**config.mk**
```make
export PLATFORM = sky130hd
export DESIGN_NAME = wdog_core
export DESIGN_NICKNAME = d
export VERILOG_FILES = /design/src/rtl/wdog_pkg.sv /design/src/rtl/wdog_tick_gen.sv /design/src/rtl/wdog_period_cnt.sv /design/src/rtl/wdog_clear_ctl.sv /design/src/rtl/wdog_core.sv
export SDC_FILE = /design/constraint.sdc
export NUM_CORES = 1
export LEC_CHECK = 0
export ABC_AREA = 1
export CAP_MARGIN = 0
export CORE_MARGIN = 3
export CORE_UTILIZATION = 60
export CTS_CLUSTER_SIZE = 16
export DETAILED_ROUTE_END_ITERATION = 10
export DONT_BUFFER_PORTS = 1
export GPL_ROUTABILITY_DRIVEN = 0
export GPL_TIMING_DRIVEN = 0
export PLACE_DENSITY = 0.83
export SLEW_MARGIN = 10
export SYNTH_ARGS = -nofsm -noshare
export SYNTH_HDL_FRONTEND = slang
export SYNTH_HIERARCHICAL = 1
export SYNTH_SLANG_ARGS = --single-unit
export TNS_END_PERCENT = 5
```
**constraint.sdc**
```tcl
create_clock -name clk -period 3.85 [get_ports clk]
set_input_delay 0.385 -clock clk [delete_from_list [all_inputs] [get_ports clk]]
set_output_delay 0.385 -clock clk [all_outputs]
set_load 0.01 [all_outputs]
```
**src/rtl/wdog_pkg.sv**
```systemverilog
package wdog_pkg;

  localparam int unsigned WD_MIN_EXP     = 8;
  localparam int unsigned WD_EXP_W       = 2;
  localparam int unsigned WD_DIV_RATIO   = 4;
  localparam int unsigned WD_SYNC_STAGES = 2;

  typedef enum logic {
    SRC_INSTR = 1'b0,
    SRC_SLOW  = 1'b1
  } wd_src_e;

  // Number of ticks in one watchdog period for a given exponent select.
  function automatic int unsigned tick_span(input int unsigned min_exp,
                                            input int unsigned sel);
    return 32'd1 << (min_exp + sel);
  endfunction

  // Width needed for the tick counter when the largest select is in use.
  function automatic int unsigned count_width(input int unsigned min_exp,
                                               input int unsigned exp_w);
    return min_exp + (32'd1 << exp_w) - 1;
  endfunction

endpackage

```
**src/rtl/wdog_tick_gen.sv**
```systemverilog
module wdog_tick_gen
  import wdog_pkg::*;
#(
  parameter int unsigned DIV_RATIO   = WD_DIV_RATIO,
  parameter int unsigned SYNC_STAGES = WD_SYNC_STAGES
) (
  input  logic clk,
  input  logic rst_n,
  input  logic slow_osc,
  input  logic src_slow,
  input  logic run,
  input  logic restart,
  output logic tick
);

  localparam int unsigned DIV_W = (DIV_RATIO > 1) ? $clog2(DIV_RATIO) : 1;

  // Synchronizer chain plus one history stage for the rising-edge detector.
  logic [SYNC_STAGES:0] sync_q;
  logic                 slow_edge;
  logic                 fast_tick;

  always_ff @(posedge clk or negedge rst_n) begin
    if (!rst_n) sync_q <= '0;
    else        sync_q <= {sync_q[SYNC_STAGES-1:0], slow_osc};
  end

  assign slow_edge = sync_q[SYNC_STAGES-1] & ~sync_q[SYNC_STAGES];

  generate
    if (DIV_RATIO > 1) begin : g_div
      localparam logic [DIV_W-1:0] DIV_LAST = DIV_W'(DIV_RATIO - 1);
      logic [DIV_W-1:0] div_q;

      always_ff @(posedge clk or negedge rst_n) begin
        if (!rst_n)                     div_q <= '0;
        else if (restart)               div_q <= '0;
        else if (run && !src_slow) begin
          if (div_q == DIV_LAST)        div_q <= '0;
          else                          div_q <= div_q + DIV_W'(1);
        end
      end

      assign fast_tick = (div_q == DIV_LAST);
    end else begin : g_nodiv
      assign fast_tick = 1'b1;
    end
  endgenerate

  assign tick = run && (src_slow ? slow_edge : fast_tick);

endmodule

```
**src/rtl/wdog_period_cnt.sv**
```systemverilog
module wdog_period_cnt
  import wdog_pkg::*;
#(
  parameter int unsigned MIN_EXP = WD_MIN_EXP,
  parameter int unsigned EXP_W   = WD_EXP_W,
  localparam int unsigned CNT_W  = count_width(MIN_EXP, EXP_W)
) (
  input  logic             clk,
  input  logic             rst_n,
  input  logic             tick,
  input  logic             restart,
  input  logic [EXP_W-1:0] exp_sel,
  output logic             expire,
  output logic [CNT_W-1:0] count
);

  logic [CNT_W-1:0] last_idx;

  assign last_idx = CNT_W'(tick_span(MIN_EXP, 32'(exp_sel)) - 1);
  assign expire   = tick && !restart && (count == last_idx);

  always_ff @(posedge clk or negedge rst_n) begin
    if (!rst_n)                 count <= '0;
    else if (restart || expire) count <= '0;
    else if (tick)              count <= count + CNT_W'(1);
  end

endmodule

```
**src/rtl/wdog_clear_ctl.sv**
```systemverilog
module wdog_clear_ctl (
  input  logic clk,
  input  logic rst_n,
  input  logic enable,
  input  logic dual,
  input  logic allow,
  input  logic clr_single,
  input  logic clr_first,
  input  logic clr_second,
  input  logic drop,
  output logic clr_eff
);

  logic pend_first, pend_second;
  logic seen_first, seen_second;
  logic live;

  assign live        = enable && allow;
  assign seen_first  = pend_first  || clr_first;
  assign seen_second = pend_second || clr_second;
  assign clr_eff     = live && (dual ? (seen_first && seen_second) : clr_single);

  always_ff @(posedge clk or negedge rst_n) begin
    if (!rst_n) begin
      pend_first  <= 1'b0;
      pend_second <= 1'b0;
    end else if (clr_eff || drop) begin
      pend_first  <= 1'b0;
      pend_second <= 1'b0;
    end else if (live && dual) begin
      pend_first  <= seen_first;
      pend_second <= seen_second;
    end
  end

endmodule

```
**src/rtl/wdog_core.sv**
```systemverilog
module wdog_core
  import wdog_pkg::*;
#(
  parameter int unsigned MIN_EXP     = WD_MIN_EXP,
  parameter int unsigned EXP_W       = WD_EXP_W,
  parameter int unsigned DIV_RATIO   = WD_DIV_RATIO,
  parameter int unsigned SYNC_STAGES = WD_SYNC_STAGES
) (
  input  logic             clk,
  input  logic             rst_n,
  input  logic             slow_osc,
  input  logic             cfg_src_slow,
  input  logic [EXP_W-1:0] cfg_exp,
  input  logic             cfg_enable,
  input  logic             cfg_dual_clear,
  input  logic             clr_single,
  input  logic             clr_first,
  input  logic             clr_second,
  input  logic             halt_req,
  input  logic             wake,
  output logic             rst_req,
  output logic             to_flag,
  output logic             pdf_flag
);

  localparam int unsigned CNT_W = count_width(MIN_EXP, EXP_W);

  // Named internal events, visible to the bound checker.
  logic             halted;
  logic             halt_start;
  logic             run;
  logic             tick;
  logic             clr_eff;
  logic             restart;
  logic             expire;
  logic [CNT_W-1:0] count;

  assign halt_start = halt_req && !halted;
  assign run        = cfg_enable && !halted;
  assign restart    = clr_eff || halt_start;

  wdog_tick_gen #(
    .DIV_RATIO  (DIV_RATIO),
    .SYNC_STAGES(SYNC_STAGES)
  ) u_tick (
    .clk     (clk),
    .rst_n   (rst_n),
    .slow_osc(slow_osc),
    .src_slow(cfg_src_slow == SRC_SLOW),
    .run     (run),
    .restart (restart),
    .tick    (tick)
  );

  wdog_period_cnt #(
    .MIN_EXP(MIN_EXP),
    .EXP_W  (EXP_W)
  ) u_cnt (
    .clk    (clk),
    .rst_n  (rst_n),
    .tick   (tick),
    .restart(restart),
    .exp_sel(cfg_exp),
    .expire (expire),
    .count  (count)
  );

  wdog_clear_ctl u_clr (
    .clk       (clk),
    .rst_n     (rst_n),
    .enable    (cfg_enable),
    .dual      (cfg_dual_clear),
    .allow     (!halted && !halt_req),
    .clr_single(clr_single),
    .clr_first (clr_first),
    .clr_second(clr_second),
    .drop      (expire),
    .clr_eff   (clr_eff)
  );

  always_ff @(posedge clk or negedge rst_n) begin
    if (!rst_n)          halted <= 1'b0;
    else if (halt_start) halted <= 1'b1;
    else if (wake)       halted <= 1'b0;
  end

  always_ff @(posedge clk or negedge rst_n) begin
    if (!rst_n) rst_req <= 1'b0;
    else        rst_req <= expire;
  end

  always_ff @(posedge clk or negedge rst_n) begin
    if (!rst_n)          to_flag <= 1'b0;
    else if (halt_start) to_flag <= 1'b0;
    else if (expire)     to_flag <= 1'b1;
  end

  always_ff @(posedge clk or negedge rst_n) begin
    if (!rst_n)          pdf_flag <= 1'b0;
    else if (halt_start) pdf_flag <= 1'b1;
    else if (clr_eff)    pdf_flag <= 1'b0;
  end

endmodule

```
==> metrics.md, run 1 <==
| Metric | Value |
|---|---|
| Outcome | `completed` |
| Area added between synthesis and finish | `7.523%` |
| Final period utilization | `slightly below 60%` |
| Site Rows | `15` |
| Vias per Instance | `approximately 5.3` |
| Number of synthesized register bits | `22` |
| Launching element type of the critical path | `flop` |
| TritonCTS clock tree | `done` |
| Post-Synthesis Cells | `172` |
| Arrival time of data at the critical path endpoint | `2.47 ns` |
| Switching part of the total power | `between 20% and 30%` |
| Via count | `1078` |
| Post-CTS setup repair buffer count | `0` |
| Warnings, synthesis | `6` |
| Sinks on the clock net | `22` |
| H-tree depth reported by CTS | `1` |
| Category of the most critical setup path | `flop to flop` |
| Top-Level Pins | `16` |
| FMAX | `0.4457 GHz` |
| Post-synth net total | `between 150 and 200` |
| Maximum fanout along the worst path | `7` |
| Clock tree root buffer cell | `sky130_fd_sc_hd__clkbuf_4` |
| Overall Global Routing Usage | `22.86%` |
| Post-route DRC | `0` |
| Largest net degree at the start of global routing | `23` |
| PD cells | `approximately 370 nW/um^2` |
| Largest vdd supply drop | `between 200 and 300 uV` |
| Required time of the worst setup path | `between 4 and 5 ns` |
| Number of synthesized flops with an enable pin | `0` |
| Number of maximum-capacitance constraint violations | `0` |
| Wire length of the first global-routing pass | `4416 um` |
| Worst slew margin | `35.45%` |
| Clk pin slew, worst setup/hold paths | `roughly 0.13 ns` |
| Power after layout | `between 0.0004 and 0.0005 W` |
| Finished Cell Area | `between 1000 and 1500 sq um` |
| RSZ-0062 raised after global routing | `no` |
| Cell Area, Synth | `between 1000 and 1500 sq um` |
| Number of library cell types mapped by synthesis | `18` |
| Setup Viol. Count Final | `0` |
| Number of fill cells | `165` |
| Fraction of layout instances using a drive strength above 1 | `8.475%` |
| Sequential share of power | `52.6%` |
| Async set or reset register ratio after synthesis | `100.0%` |
| Most common library cells after synthesis | `sky130_fd_sc_hd__nand2_1, sky130_fd_sc_hd__inv_1, sky130_fd_sc_hd__nor2_1` |
| Buffers on Ports | `0` |
| Cell types occupying the most area after synthesis | `sky130_fd_sc_hd__dfrtp_1, sky130_fd_sc_hd__nand2_1, sky130_fd_sc_hd__inv_1` |
| Hold Path Class | `primary input to flop` |
| Internal power summed over all cells | `about 0.00037 W` |
| Effective utilization at floorplan | `just under 70%` |
| DRT iter0 DRCs | `38` |
| Mean instance size in the synthesized netlist | `7.253 sq um` |
| Fraction of synthesized cell area taken by the top area cell type | `~44%` |
| GRT busiest layer | `met2` |
| Clock group share of total power | `a little over a third` |
| Post-Route Skew | `0.004956 ns` |
| Multi-input logic area | `between 500 and 600 sq um` |
| 1st-pass router iterations | `4` |
| Grt met1 use | `around 28%` |
| Clock buffer count from CTS | `3` |
| Most instantiated library cell after synthesis | `sky130_fd_sc_hd__nand2_1` |
| Met3 global-route usage | `under 10%` |
| End-of-flow core utilization | `72.93%` |
| Cell leakage power | `0.7218 nW` |
| DP HPWL | `slightly below 2000 um` |
| Antenna Diode Count | `0` |
| Final period demand of the worst path | `between 2 and 2.5 ns` |
| Library cell occupying the most area in the post-synthesis netlist | `sky130_fd_sc_hd__dfrtp_1` |
| Setup Total Neg Slack | `0 ns` |
| Worst slew pin tran | `0.9651 ns` |
| Final routed wirelength across all metal layers | `2639 um` |
| Floorplan core area | `1839 sq um` |
| Die width | `a little over 50 um` |
| Critical R2R Launch | `halted` |
| Sequential cell area | `550.5 sq um` |
| Final Slew Violations | `0` |
| Part of the Yosys area used for sequential elements | `44.13%` |
| Worst Reg2Reg Path Length in Cells | `14` |
| WL/cell | `about 13 um` |
| Crit path from | `halted` |
| Power share of the combinational group | `11.2%` |
| Number of global-route vias before repair | `slightly above 1000` |
| Clk buf depth | `2` |
| NetSw | `between 0.0001 and 0.00015 W` |
| Global routing met2 resource utilization | `a little under two fifths` |
| Startpoint of the most critical hold path | `slow_osc` |
| Critical Path End Type | `flop` |
| Remaining Overflow, GRT | `0` |
| Placed instance area | `~1300 sq um` |
| Worst hold path cell count | `0` |
| Number of routed nets with antenna violations | `0` |
| Top flip-flop cell by instance count after synthesis | `sky130_fd_sc_hd__dfrtp_1` |
| Net count, final | `193` |
| Number of antenna violations at the first check in global routing | `0` |
| Die height | `approximately 52 um` |
| Final hold violation count | `0` |
| Source-to-sink clock delay at the later pin of the worst-skew pair | `between 0.3 and 0.4 ns` |
| Die area | `~2700 sq um` |
[layout by cell type (no fill, tap or decap), drive strengths merged]
master | netlist | final
inv | 28 | 28
nand2 | 53 | 53
nand4 | 2 | 2
dlygate4sd3 | 0 | 1
clkbuf | 0 | 3
dfrtp | 22 | 22
bufinv | 0 | 1
o21ai | 5 | 5
nand3 | 19 | 19
nor2 | 28 | 28
nor3 | 3 | 3
xor2 | 6 | 6
a21oi | 3 | 3
ha | 2 | 2
clkinv | 1 | 1
[worst paths after layout]
path                                     to  slack, ns
max                        u_clr/pend_first       1.61
min                        u_tick/sync_q[0]       0.08
max reg2reg                u_clr/pend_first       1.61
min reg2reg                u_tick/sync_q[2]       0.40
max in group asynchronous    u_cnt/count[9]       2.61
min in group asynchronous    u_cnt/count[5]       0.65
[logic make-up after synthesis]
logic type / after synthesis / share of synthesized area [%]
compound gates: 8 / 3.209
buf+inv: 29 / 8.726
xor+xnor: 6 / 4.213
simple gates: 105 / 37.71
flops: 22 / 44.13
fa+ha+maj: 2 / 2.006
[area by class of cell]
class                           instances  area share, %
Sequential cell                        22          41.04
Clock buffer                            3          1.679
Inverter                               29          8.116
Clock inverter                          1          2.239
Tap cell                               25          2.332
Timing Repair Buffer                    1         0.7463
Multi-Input combinational cell        121          43.84
[stage by stage]
stage | hold WS, ns | setup WS [ns] | cells
after floorplan | 0.08941 | 2.014 | 172
after global placement | 0.08985 | 1.719 | 197
after detailed placement | 0.08987 | 1.642 | 197
after CTS | 0.06852 | 1.605 | 202
after global routing | 0.04890 | 1.390 | 202
final | 0.07777 | 1.607 | 202
[state kept, by name, indices dropped and copies added, names as in the netlist]
name / flops
halted: 1
pdf_flag: 1
rst_req: 1
to_flag: 1
u_clr/pend_first: 1
u_clr/pend_second: 1
u_cnt/count: 11
u_tick/g_div.div_q: 2
u_tick/sync_q: 3
[timing repair]
action / CTS / global route
gates resized for setup: 0 / 0
hold endpoints to repair: 22 / 0
hold buffers: 1 / 0
[power groups by stage]
stage | clock (W) | sequential [W] | combinational [W]
2_1_floorplan | 0 | 0.000262 | 0.0000428
6_report | 0.000179 | 0.000261 | 0.0000558
5_1_grt | 0.000191 | 0.000262 | 0.0000649
3_3_place_gp | 0 | 0.000264 | 0.0000479
3_5_place_dp | 0 | 0.000265 | 0.0000505
4_1_cts | 0.000181 | 0.000261 | 0.0000563
[worst max-delay path: stages, from the launching register on]
cell and delay, ns:
sky130_fd_sc_hd__dfrtp_1 0.45, sky130_fd_sc_hd__nor2_1 0.31, sky130_fd_sc_hd__inv_2 0.06, sky130_fd_sc_hd__nor2_2 0.10
sky130_fd_sc_hd__nand2_1 0.06, sky130_fd_sc_hd__nand2_1 0.22, sky130_fd_sc_hd__inv_1 0.13, sky130_fd_sc_hd__nor2_4 0.18
sky130_fd_sc_hd__nand3_1 0.10, sky130_fd_sc_hd__nor2_1 0.10, sky130_fd_sc_hd__nand3_1 0.11, sky130_fd_sc_hd__inv_1 0.14
sky130_fd_sc_hd__inv_1 0.06, sky130_fd_sc_hd__nand2_2 0.07, sky130_fd_sc_hd__nor2_1 0.04
[metal layers]
layer  wire length (um)  share of wire, %
met5                  0                 0
met4                 84               3.2
met3                 98               3.7
met2               1357                51
met1               1098                42
(Power assumes the default switching activity.)
==> run 2, diff against run 1 <==
CORE_ASPECT_RATIO = 0.6   (was default)
CORE_UTILIZATION = 55   (was 60)
PLACE_DENSITY = 0.8   (was 0.83)
clock period = 1.9 ns   (was 3.85 ns; I/O delays follow)
==> run 2 against run 1 <==
  * Die area up 8.7%
  * Combinational power up 130%
  * Sequential cell count unchanged
  * Register-to-register slack worse by 1.5 ns
  * Clock power up 88%
  * Power up 100%
  * Global-route usage down 3.1 points
  * Non-clock buffer count up 7
  * Fmax up 23%
  * Via count up 0.56%
  * Utilization down 1.5 points
  * Critical path type unchanged
  * Highest routed layer unchanged
==> metrics.md, run 2 (synthesis gave the netlist of run 1 again) <==
| Metric | Value |
|---|---|
| Final hold violation count | `0` |
| Hold Path Class | `primary input to flop` |
| Arrival time of data at the critical path endpoint | `1.98 ns` |
| WL/cell | `between 10 and 15 um` |
| Worst Reg2Reg Path Length in Cells | `14` |
| Number of global-route vias before repair | `between 900 and 1000` |
| Clk buf depth | `2` |
| Number of antenna violations at the first check in global routing | `0` |
| Post-Route Skew | `0.001627 ns` |
| Launching element type of the critical path | `flop` |
| Area added between synthesis and finish | `14.34%` |
| Final period demand of the worst path | `roughly 1.8 ns` |
| Clock buffer count from CTS | `3` |
| Worst slew pin tran | `0.9914 ns` |
| Number of fill cells | `150` |
| Die height | `42.89 um` |
| Via count | `between 1000 and 1500` |
| Required time of the worst setup path | `around 2.1 ns` |
| Leading cell type in the layout, fill and taps excluded | `sky130_fd_sc_hd__nand2_1` |
| Crit path from | `halted` |
| Top register by number of flip-flops | `u_cnt/count` |
| Worst slew margin | `33.69%` |
| Fraction of layout instances using a drive strength above 1 | `approximately 15%` |
| Floorplan core area | `1997 sq um` |
| Power share of the combinational group | `approximately an eighth` |
| Net count, final | `200` |
| Commonest cells after routing, fill and taps aside | `sky130_fd_sc_hd__nand2_1, sky130_fd_sc_hd__inv_1, sky130_fd_sc_hd__nor2_1, sky130_fd_sc_hd__dfrtp_1, sky130_fd_sc_hd__nand3_1` |
| DP HPWL | `slightly below 2000 um` |
| Maximum fanout along the worst path | `5` |
| # placed instances | `200` |
| Number of maximum-capacitance constraint violations | `0` |
| Setup Viol. Count Final | `0` |
| Die width | `roughly 67 um` |
| 1st-pass router iterations | `4` |
| Wire length of the first global-routing pass | `between 4000 and 5000 um` |
| Site Rows | `12` |
| FMAX | `around 0.55 GHz` |
| NetSw | `0.0002611 W` |
| Final Slew Violations | `0` |
| Outcome | `completed` |
| PD cells | `roughly 700 nW/um^2` |
| Clock tree root buffer cell | `sky130_fd_sc_hd__clkbuf_8` |
| Buffers on Ports | `0` |
| Reg2reg end | `u_clr/pend_first` |
| Critical Path End Type | `flop` |
| Post-route DRC | `0` |
| Sequential share of power | `approximately 53%` |
| Internal power summed over all cells | `roughly 0.00074 W` |
| Overall Global Routing Usage | `between 10% and 20%` |
| DRT iter0 DRCs | `76` |
| Die area | `2894 sq um` |
| Clk pin slew, worst setup/hold paths | `around 0.08 ns` |
| Switching part of the total power | `about a quarter` |
| Count of placed standard cells in the final layout, fillers left out | `around 210` |
| Final period utilization | `a little over nine tenths` |
| Vias per Instance | `roughly 5.1` |
| Number of routed nets with antenna violations | `0` |
| Clock group share of total power | `33.8%` |
| Category of the most critical setup path | `flop to flop` |
| Top-Level Pins | `16` |
| Largest net degree at the start of global routing | `23` |
| Effective utilization at floorplan | `a little over three fifths` |
| Cell leakage power | `0.7578 nW` |
| Critical R2R Launch | `halted` |
| Source-to-sink clock delay at the later pin of the worst-skew pair | `between 0.2 and 0.3 ns` |
| Placed instance area | `between 1000 and 1500 sq um` |
| Largest vdd supply drop | `~440 uV` |
| Startpoint of the most critical hold path | `wake` |
| Worst hold path cell count | `3` |
| Setup Total Neg Slack | `0 ns` |
| H-tree depth reported by CTS | `1` |
| Remaining Overflow, GRT | `0` |
| Final routed wirelength across all metal layers | `~2800 um` |
| Finished Cell Area | `~1400 sq um` |
| Antenna Diode Count | `0` |
| TritonCTS clock tree | `done` |
| End point of the worst hold path | `halted` |
| Sinks on the clock net | `22` |
| Leading registers by flop count | `u_cnt/count: 11 flops, u_tick/sync_q: 3 flops, u_tick/g_div.div_q: 2 flops` |
| Max FFs per register | `11` |
| Worst reg-to-reg setup slack | `0.08 ns` |
==> run 2: changes by cell type in the layout (fill, tap and decap cells not counted), sizes merged <==
cell | previous run | this run
dlygate4sd3 | 1 | 2
buf | 0 | 6
bufinv | 1 | 0
clkbuf | 3 | 4
==> run 2: layer usage <==
metal / GRT usage (%) / vias up / part of all wire, %
li1: - / 549 / -
met1: 27.35 / 493 / 46
met2: 28.24 / 38 / 45
met3: 7.672 / 4 / 7.4
met4: 6.048 / 0 / 1.1
met5: 0 / - / 0
==> run 2: area by class of cell <==
class | instances | area [sq um] | area share [%]
Clock buffer | 4 | 55.05 | 3.860
Tap cell | 28 | 35.03 | 2.456
Inverter | 29 | 108.9 | 7.632
Multi-Input combinational cell | 121 | 610.6 | 42.81
Timing Repair Buffer | 8 | 65.06 | 4.561
Sequential cell | 22 | 551.8 | 38.68
==> run 2: power groups by stage <==
stage	Combinational, W	Clock [W]	Sequential [W]
2_1_floorplan	0.0000867	0	0.000530
3_3_place_gp	0.0000984	0	0.000535
3_5_place_dp	0.000105	0	0.000538
4_1_cts	0.000120	0.000343	0.000531
5_1_grt	0.000148	0.000368	0.000534
6_report	0.000128	0.000337	0.000531
==> run 2: worst max-delay path: stages, from the launching register on <==
cell and delay [ns]:
sky130_fd_sc_hd__dfrtp_2 0.46, sky130_fd_sc_hd__nor2_4 0.19, sky130_fd_sc_hd__inv_2 0.05, sky130_fd_sc_hd__nor2_2 0.11
sky130_fd_sc_hd__nand2_2 0.07, sky130_fd_sc_hd__nand2_4 0.07, sky130_fd_sc_hd__inv_1 0.08, sky130_fd_sc_hd__nor2_4 0.12
sky130_fd_sc_hd__nand3_1 0.08, sky130_fd_sc_hd__nor2_1 0.12, sky130_fd_sc_hd__nand3_2 0.11, sky130_fd_sc_hd__inv_2 0.10
sky130_fd_sc_hd__inv_1 0.05, sky130_fd_sc_hd__nand2_2 0.06, sky130_fd_sc_hd__nor2_1 0.04
==> run 2: worst max-delay path by stage <==
stage | cells after the start | endpoint | slack (ns)
after floorplan | 14 | u_clr/pend_first | 0.06
after global placement | 14 | u_clr/pend_first | -0.24
after detailed placement | 14 | u_clr/pend_first | -0.33
after CTS | 14 | u_clr/pend_first | 0.01
after global routing | 14 | u_clr/pend_first | -0.03
final | 14 | u_clr/pend_first | 0.08
==> run 2: what timing repair did <==
action	in CTS	in global routing
buffers inserted	1	5
hold endpoints to repair	23	0
gates resized for setup	4	4
hold buffers	2	0
endpoints found under the setup margin	9	8
pin swaps	2	3
==> run 2: metrics by stage <==
stage | utilization (%) | hold WS [ns] | setup slack, ns | power (W)
finish | 71.43 | 0.05879 | 0.07805 | 0.0009964
global placement | 64.22 | -0.1051 | -0.2434 | 0.0006331
CTS | 68.92 | 0.05061 | 0.01324 | 0.0009940
floorplan | - | -0.1056 | 0.06398 | 0.0006168
detailed placement | 64.22 | -0.1050 | -0.3318 | 0.0006426
global route | 71.43 | 0.05889 | -0.02790 | 0.001051
